[config.mk]
export PLATFORM = sky130hd
export DESIGN_NAME = sc_engine
export DESIGN_NICKNAME = d
export VERILOG_FILES = /design/src/rtl/sc_pkg.sv /design/src/rtl/sc_event_queue.sv /design/src/rtl/sc_fire_select.sv /design/src/rtl/sc_next_state.sv /design/src/rtl/sc_engine.sv
export SDC_FILE = /design/constraint.sdc
export NUM_CORES = 1
export LEC_CHECK = 0
export BUFFER_PORTS_ARGS = -buffer_cell sky130_fd_sc_hd__clkbuf_2
export CAP_MARGIN = 20
export CORE_UTILIZATION = 60
export CTS_BUF_LIST = sky130_fd_sc_hd__clkbuf_4
export DETAILED_ROUTE_END_ITERATION = 12
export PLACE_DENSITY_LB_ADDON = 0.1
export SYNTH_ARGS = -nofsm -noshare
export SYNTH_HDL_FRONTEND = slang
export SYNTH_SLANG_ARGS = --single-unit
[constraint.sdc]
create_clock -name clk -period 10.2 [get_ports clk]
set_clock_uncertainty 0.15 [all_clocks]
set_input_delay 2.04 -clock clk [delete_from_list [all_inputs] [get_ports clk]]
set_output_delay 2.04 -clock clk [all_outputs]
set_load 0.01 [all_outputs]
[src/rtl/sc_pkg.sv]
package sc_pkg;

    // How a table entry is triggered
    typedef enum logic [1:0] {
        TK_EVENT = 2'd0,   // fires on its own event code
        TK_ANY   = 2'd1,   // fires on a code its source state does not list
        TK_AUTO  = 2'd2    // fires without an event, ahead of the queue
    } tr_kind_e;

    function automatic int idx_w(input int n);
        return (n > 1) ? $clog2(n) : 1;
    endfunction

endpackage

[src/rtl/sc_event_queue.sv]
module sc_event_queue #(
    parameter int DEPTH = 256,
    parameter int EW    = 3
) (
    input  logic          clk,
    input  logic          rst,
    input  logic          push,
    input  logic          pop,
    input  logic [EW-1:0] din,
    output logic [EW-1:0] dout,
    output logic          empty,
    output logic          full
);
    localparam int AW = sc_pkg::idx_w(DEPTH);
    localparam logic [AW-1:0] LAST = AW'(DEPTH - 1);

    logic [EW-1:0] mem [DEPTH];
    logic [AW-1:0] wr_q, rd_q, wr_n, rd_n;
    logic          lap_q, lap_n;
    logic          pop_ok, push_ok;

    always_comb begin
        pop_ok  = pop && !empty;
        push_ok = push && (!full || pop_ok);
        wr_n    = wr_q;
        rd_n    = rd_q;
        lap_n   = lap_q;
        if (pop_ok) begin
            if (rd_q == LAST) begin
                rd_n  = '0;
                lap_n = 1'b0;
            end else begin
                rd_n = rd_q + 1'b1;
            end
        end
        if (push_ok) begin
            if (wr_q == LAST) begin
                wr_n  = '0;
                lap_n = 1'b1;
            end else begin
                wr_n = wr_q + 1'b1;
            end
        end
    end

    always_ff @(posedge clk) begin
        if (rst) begin
            wr_q  <= '0;
            rd_q  <= '0;
            lap_q <= 1'b0;
            empty <= 1'b1;
            full  <= 1'b0;
        end else begin
            wr_q  <= wr_n;
            rd_q  <= rd_n;
            lap_q <= lap_n;
            empty <= (wr_n == rd_n) && !lap_n;
            full  <= (wr_n == rd_n) && lap_n;
        end
    end

    always_ff @(posedge clk) begin
        if (push_ok) mem[wr_q] <= din;
    end

    assign dout = mem[rd_q];

endmodule

[src/rtl/sc_fire_select.sv]
module sc_fire_select #(
    parameter int N_STATES = 4,
    parameter int N_TRANS  = 7,
    parameter int EW       = 3,
    parameter int TR_SRC [N_TRANS] = '{0, 0, 1, 2, 2, 3, 0},
    parameter int TR_EVT [N_TRANS] = '{1, 2, 0, 3, 0, 1, 1},
    parameter sc_pkg::tr_kind_e TR_KIND [N_TRANS] = '{
        sc_pkg::TK_EVENT, sc_pkg::TK_EVENT, sc_pkg::TK_AUTO, sc_pkg::TK_EVENT,
        sc_pkg::TK_ANY, sc_pkg::TK_EVENT, sc_pkg::TK_EVENT}
) (
    input  logic [N_STATES-1:0] cur,
    input  logic                ev_avail,
    input  logic [EW-1:0]       ev_code,
    output logic [N_TRANS-1:0]  fire,
    output logic                spont
);
    logic [N_TRANS-1:0]  auto_hit, cand;
    logic [N_STATES-1:0] listed, taken;

    always_comb begin
        auto_hit = '0;
        cand     = '0;
        listed   = '0;
        taken    = '0;
        fire     = '0;
        for (int t = 0; t < N_TRANS; t++) begin
            auto_hit[t] = (TR_KIND[t] == sc_pkg::TK_AUTO) && cur[TR_SRC[t]];
            if (TR_KIND[t] == sc_pkg::TK_EVENT && ev_code == EW'(TR_EVT[t]))
                listed[TR_SRC[t]] = 1'b1;
        end
        spont = |auto_hit;
        for (int t = 0; t < N_TRANS; t++) begin
            unique case (TR_KIND[t])
                sc_pkg::TK_AUTO:  cand[t] = auto_hit[t];
                sc_pkg::TK_EVENT: cand[t] = !spont && ev_avail && cur[TR_SRC[t]]
                                            && ev_code == EW'(TR_EVT[t]);
                sc_pkg::TK_ANY:   cand[t] = !spont && ev_avail && cur[TR_SRC[t]]
                                            && !listed[TR_SRC[t]];
                default:          cand[t] = 1'b0;
            endcase
        end
        // lowest table index wins within each source state
        for (int t = 0; t < N_TRANS; t++) begin
            fire[t] = cand[t] && !taken[TR_SRC[t]];
            if (cand[t]) taken[TR_SRC[t]] = 1'b1;
        end
    end

endmodule

[src/rtl/sc_next_state.sv]
module sc_next_state #(
    parameter int N_STATES = 4,
    parameter int N_TRANS  = 7,
    parameter int TR_SRC [N_TRANS] = '{0, 0, 1, 2, 2, 3, 0},
    parameter int TR_DST [N_TRANS] = '{1, 2, 2, 3, 0, 0, 3}
) (
    input  logic [N_STATES-1:0] cur,
    input  logic [N_TRANS-1:0]  fire,
    output logic [N_STATES-1:0] nxt
);
    for (genvar s = 0; s < N_STATES; s++) begin : g_bit
        logic enter, leave;
        always_comb begin
            enter = 1'b0;
            leave = 1'b0;
            for (int t = 0; t < N_TRANS; t++) begin
                if (TR_DST[t] == s) enter = enter | fire[t];
                if (TR_SRC[t] == s) leave = leave | fire[t];
            end
            nxt[s] = enter | (cur[s] & ~leave);
        end
    end

endmodule

[src/rtl/sc_engine.sv]
module sc_engine #(
    parameter int N_STATES    = 4,
    parameter int EVENT_W     = 3,
    parameter int QUEUE_DEPTH = 256,
    parameter int INITIAL     = 0,
    parameter logic [N_STATES-1:0] FINAL_MASK = N_STATES'(8),
    parameter int N_TRANS     = 7,
    parameter int TR_SRC [N_TRANS] = '{0, 0, 1, 2, 2, 3, 0},
    parameter int TR_DST [N_TRANS] = '{1, 2, 2, 3, 0, 0, 3},
    parameter int TR_EVT [N_TRANS] = '{1, 2, 0, 3, 0, 1, 1},
    parameter sc_pkg::tr_kind_e TR_KIND [N_TRANS] = '{
        sc_pkg::TK_EVENT, sc_pkg::TK_EVENT, sc_pkg::TK_AUTO, sc_pkg::TK_EVENT,
        sc_pkg::TK_ANY, sc_pkg::TK_EVENT, sc_pkg::TK_EVENT}
) (
    input  logic                clk,
    input  logic                rst,
    input  logic                enable,
    input  logic [EVENT_W-1:0]  ev_code,
    input  logic                ev_push,
    output logic [N_STATES-1:0] active_o,
    output logic                overflow_err_o,
    output logic                done_o
);
    localparam logic [N_STATES-1:0] INIT_VEC = N_STATES'(1) << INITIAL;

    logic [N_STATES-1:0] state_q, state_n;
    logic [N_TRANS-1:0]  fire;
    logic [EVENT_W-1:0]  q_head;
    logic                q_empty, q_full, q_pop, ev_avail, spont;
    logic                err_q;

    assign ev_avail = enable && !q_empty;
    assign q_pop    = ev_avail && !spont;

    sc_event_queue #(.DEPTH(QUEUE_DEPTH), .EW(EVENT_W)) u_queue (
        .clk   (clk),
        .rst   (rst),
        .push  (ev_push),
        .pop   (q_pop),
        .din   (ev_code),
        .dout  (q_head),
        .empty (q_empty),
        .full  (q_full)
    );

    sc_fire_select #(
        .N_STATES(N_STATES), .N_TRANS(N_TRANS), .EW(EVENT_W),
        .TR_SRC(TR_SRC), .TR_EVT(TR_EVT), .TR_KIND(TR_KIND)
    ) u_select (
        .cur      (state_q),
        .ev_avail (ev_avail),
        .ev_code  (q_head),
        .fire     (fire),
        .spont    (spont)
    );

    sc_next_state #(
        .N_STATES(N_STATES), .N_TRANS(N_TRANS),
        .TR_SRC(TR_SRC), .TR_DST(TR_DST)
    ) u_next (
        .cur  (state_q),
        .fire (fire),
        .nxt  (state_n)
    );

    always_ff @(posedge clk) begin
        if (rst) begin
            state_q <= INIT_VEC;
            err_q   <= 1'b0;
        end else begin
            if (enable) state_q <= state_n;
            err_q <= q_full;
        end
    end

    assign active_o       = state_q;
    assign overflow_err_o = err_q;
    assign done_o         = |(state_q & FINAL_MASK);

endmodule

==> summary.txt <==
Final layout
  • Ratio of cells with drive above 1 in the final layout: 0.2585
  • Total Nets Final: 1926
  • Utilization after layout: 0.6673
  • Area delta synth->final: 9.754%
  • Final cell count without fillers: 2753

STA
  • Final setup vio count: 0
  • Rel. slew slack: 0.2082
  • Fin crit period: 4.868 ns
  • Final Hold Viols: 0
  • Tcrit/Tclk final: 0.4772
  • Worst hold slack: 0.3949 ns
  • Fmax: 205.4 MHz
  • Setup TNS: 0 ns
  • RSZ-0062 raised after global routing: no
  • Tightest Pin Transition: 1.185 ns
  • Fin. max-slew vios: 0

Die
  • Die Wd: about 230 microns
  • Core ar.: 52550 sq um
  • Rows: 84
  • Die Area: 54180 sq um
  • Initial Util: 0.6080
  • Die extent in y: 232.8 microns
  • I/O pins: 13

Clocking
  • CTS Hold Bufs: 0
  • CTS Root Buffer Type: clkbuf_4
  • Reg clk slew, reported paths: 0.07 ns
  • Clock sink count: 792
  • CTS tree: built
  • Clock Path Buffers: 3
  • H-tree level count: 4
  • Post-CTS resize count: 0
  • Num CTS Buffers: 192
  • Skew-Pair Late Insertion Delay: 1.03 ns
  • Post-CTS setup buffers: 0

Drt
  • Post-route ant nets: 0
  • WL met3: 7305 microns
  • Iteration-0 DRC Markers: 2047
  • M1 wire length: 31350 microns
  • Total Wirelength: 77880 microns
  • Top Layer Used: met4
  • Vias per cell: 6.411
  • Total length of routed met2 wires: 37080 microns
  • Drc violations: 0
  • Wire length per cell: 28.29 microns
  • Drt pass-1 iters: 5
  • Vias: around 18000

Setup path
  • Endpoint class of the critical path: register
  • Reg-to-Reg Start: u_queue.rd_q[1]
  • Setup CP Type: register to register
  • Largest driver fanout on the critical path: around 50
  • Critical Path RT: 10.95 ns
  • Critical path startpoint category: register
  • Worst EP arrival: 5.62 ns
  • Critical Path Start: u_queue.rd_q[1]

Synthesis
  • Synth cell types: 60
  • Syn_nets: 1801
  • Netlist Area Pre-Place: 31950 sq um
  • Post-synth EDFFs: between 700 and 800
  • Ys Warns: 0
  • Sequential fraction of the synthesis area: 0.7368
  • Fraction of registers with async set/reset: 0
  • Syn Area/Cell: 17.86 sq um
  • Primary FF master, synth: edfxtp_1
  • Post-Syn Instances: 1789
  • #FFs+latches synth: 792

Place
  • IO buf count: 12
  • DPL Wire Length: about 45000 microns
  • Post-Place Cells: 2407
  • Placer Congestion: 0.9190

Hold path
  • Worst hold start: u_queue.lap_q
  • HP Class: register to register

Global routing
  • Largest net degree at the start of global routing: 155
  • Vias in the first global route: 17830
  • GRT overflow: 0
  • Initial antenna violation count: 1
  • Gr usage total: 0.3001
  • First-pass GRT wire length: about 110000 microns

Job
  • Max-cap violations: 0

Power and ir drop
  • Pwr dens: 188.1 nW/um^2
  • Tot Pwr: 6.598 mW
  • Cell leakage power: ~11 nW
  • Max VDD drop: 0.1455 mV

Outcome
  • Status: complete, no violations
[final cells by class]
class / instances / area [sq um]
diodes: 3 / 7.507
clock buffers: 278 / 2087
clock inverters: 64 / 387.9
fillers: 3644 / 17480
inverters: 11 / 41.29
multi-input cells: 869 / 7750
flip-flops and latches: 792 / 23550
well taps: 688 / 860.8
repair buffers: 48 / 381.6
[per-stage QoR]
step                      instance area [sq um]  setup slack [ns]
after floorplan                           31950             5.960
after global placement                    32560             4.932
after detailed placement                  32560             4.783
after CTS                                 35030             5.398
after global routing                      35060             5.281
final                                     35070             5.332
[cell usage after synthesis (4+ instances only)]
cell,n,area share
a2111oi_0,9,0.0025
a211oi_1,4,0.00094
a21oi_1,33,0.0052
a221oi_1,11,0.0030
a22oi_1,30,0.0070
and2_1,6,0.0012
and3_1,9,0.0018
buf_1,9,0.0011
buf_2,13,0.0020
buf_4,10,0.0023
buf_6,15,0.0053
buf_8,4,0.0019
clkbuf_1,66,0.0078
dfxtp_1,24,0.015
edfxtp_1,768,0.72
ha_1,5,0.0020
inv_1,9,0.0011
mux2_2,9,0.0032
mux2i_1,83,0.026
mux4_2,159,0.11
nand2_1,59,0.0069
nand2b_1,5,0.00098
nand3_1,16,0.0025
nand4_1,6,0.0012
nor2_1,290,0.034
nor2b_1,11,0.0022
nor3_1,15,0.0023
o211ai_1,4,0.00094
o21ai_0,14,0.0022
o221ai_1,15,0.0041
o22ai_1,8,0.0016
o31ai_1,4,0.00094
xnor2_1,12,0.0033
xor2_1,7,0.0019
[worst paths after layout]
path | end | slack [ns] | depth (start not counted)
worst max-delay path | active_o[0] | 5.33 | 11
worst min-delay path | u_queue.lap_q | 0.39 | 2
worst max register to register | active_o[0] | 5.33 | 11
worst min register to register | u_queue.lap_q | 0.39 | 2
[state kept, by name, indices dropped and copies added (netlist names)]
register        count
overflow_err_o      1
u_queue.empty       1
u_queue.lap_q       1
u_queue.full        1
u_queue.rd_q        8
u_queue.mem       768
active_o            4
u_queue.wr_q        8
[critical path, stage by stage (launching register included)]
cell     delay (ns)
dfxtp_4        0.53
buf_4          0.53
buf_4          0.69
mux4_2         0.42
mux2i_1        0.26
nor3_1         0.08
or4_1          0.59
o32ai_1        0.40
o31ai_1        0.30
xor2_1         0.22
o21a_1         0.20
a311o_1        0.31
[metal layers]
layer / up-vias / GRT usage
met5: - / 0
met4: 0 / 0.1121
met3: 147 / 0.09020
met2: 883 / 0.4557
met1: 9105 / 0.4143
li1: 7515 / -
[power breakdown]
part	internal, mW	switching (mW)
Sequential	3.57	0.0121
Combinational	0.176	0.222
Clock	1.38	1.24
Total	5.12	1.48
[logic make-up after synthesis]
family | synth area share
mux | 0.1412
fa+ha+maj | 0.001958
xor+xnor | 0.005208
buf+inv | 0.02165
compound gates | 0.03673
simple gates | 0.05639
flops | 0.7368
[cell usage in the layout (no fill, tap or decap), drive strengths merged, types with 24 or more instances in the layout]
cell and count:
clkbuf 287, nand2 59, buf 39, mux2i 83
a21oi 33, clkinv 53, dfxtp 24, edfxtp 768
mux4 159, nor2 290, a22oi 30
No activity file was read; power rests on OpenSTA's default activity.
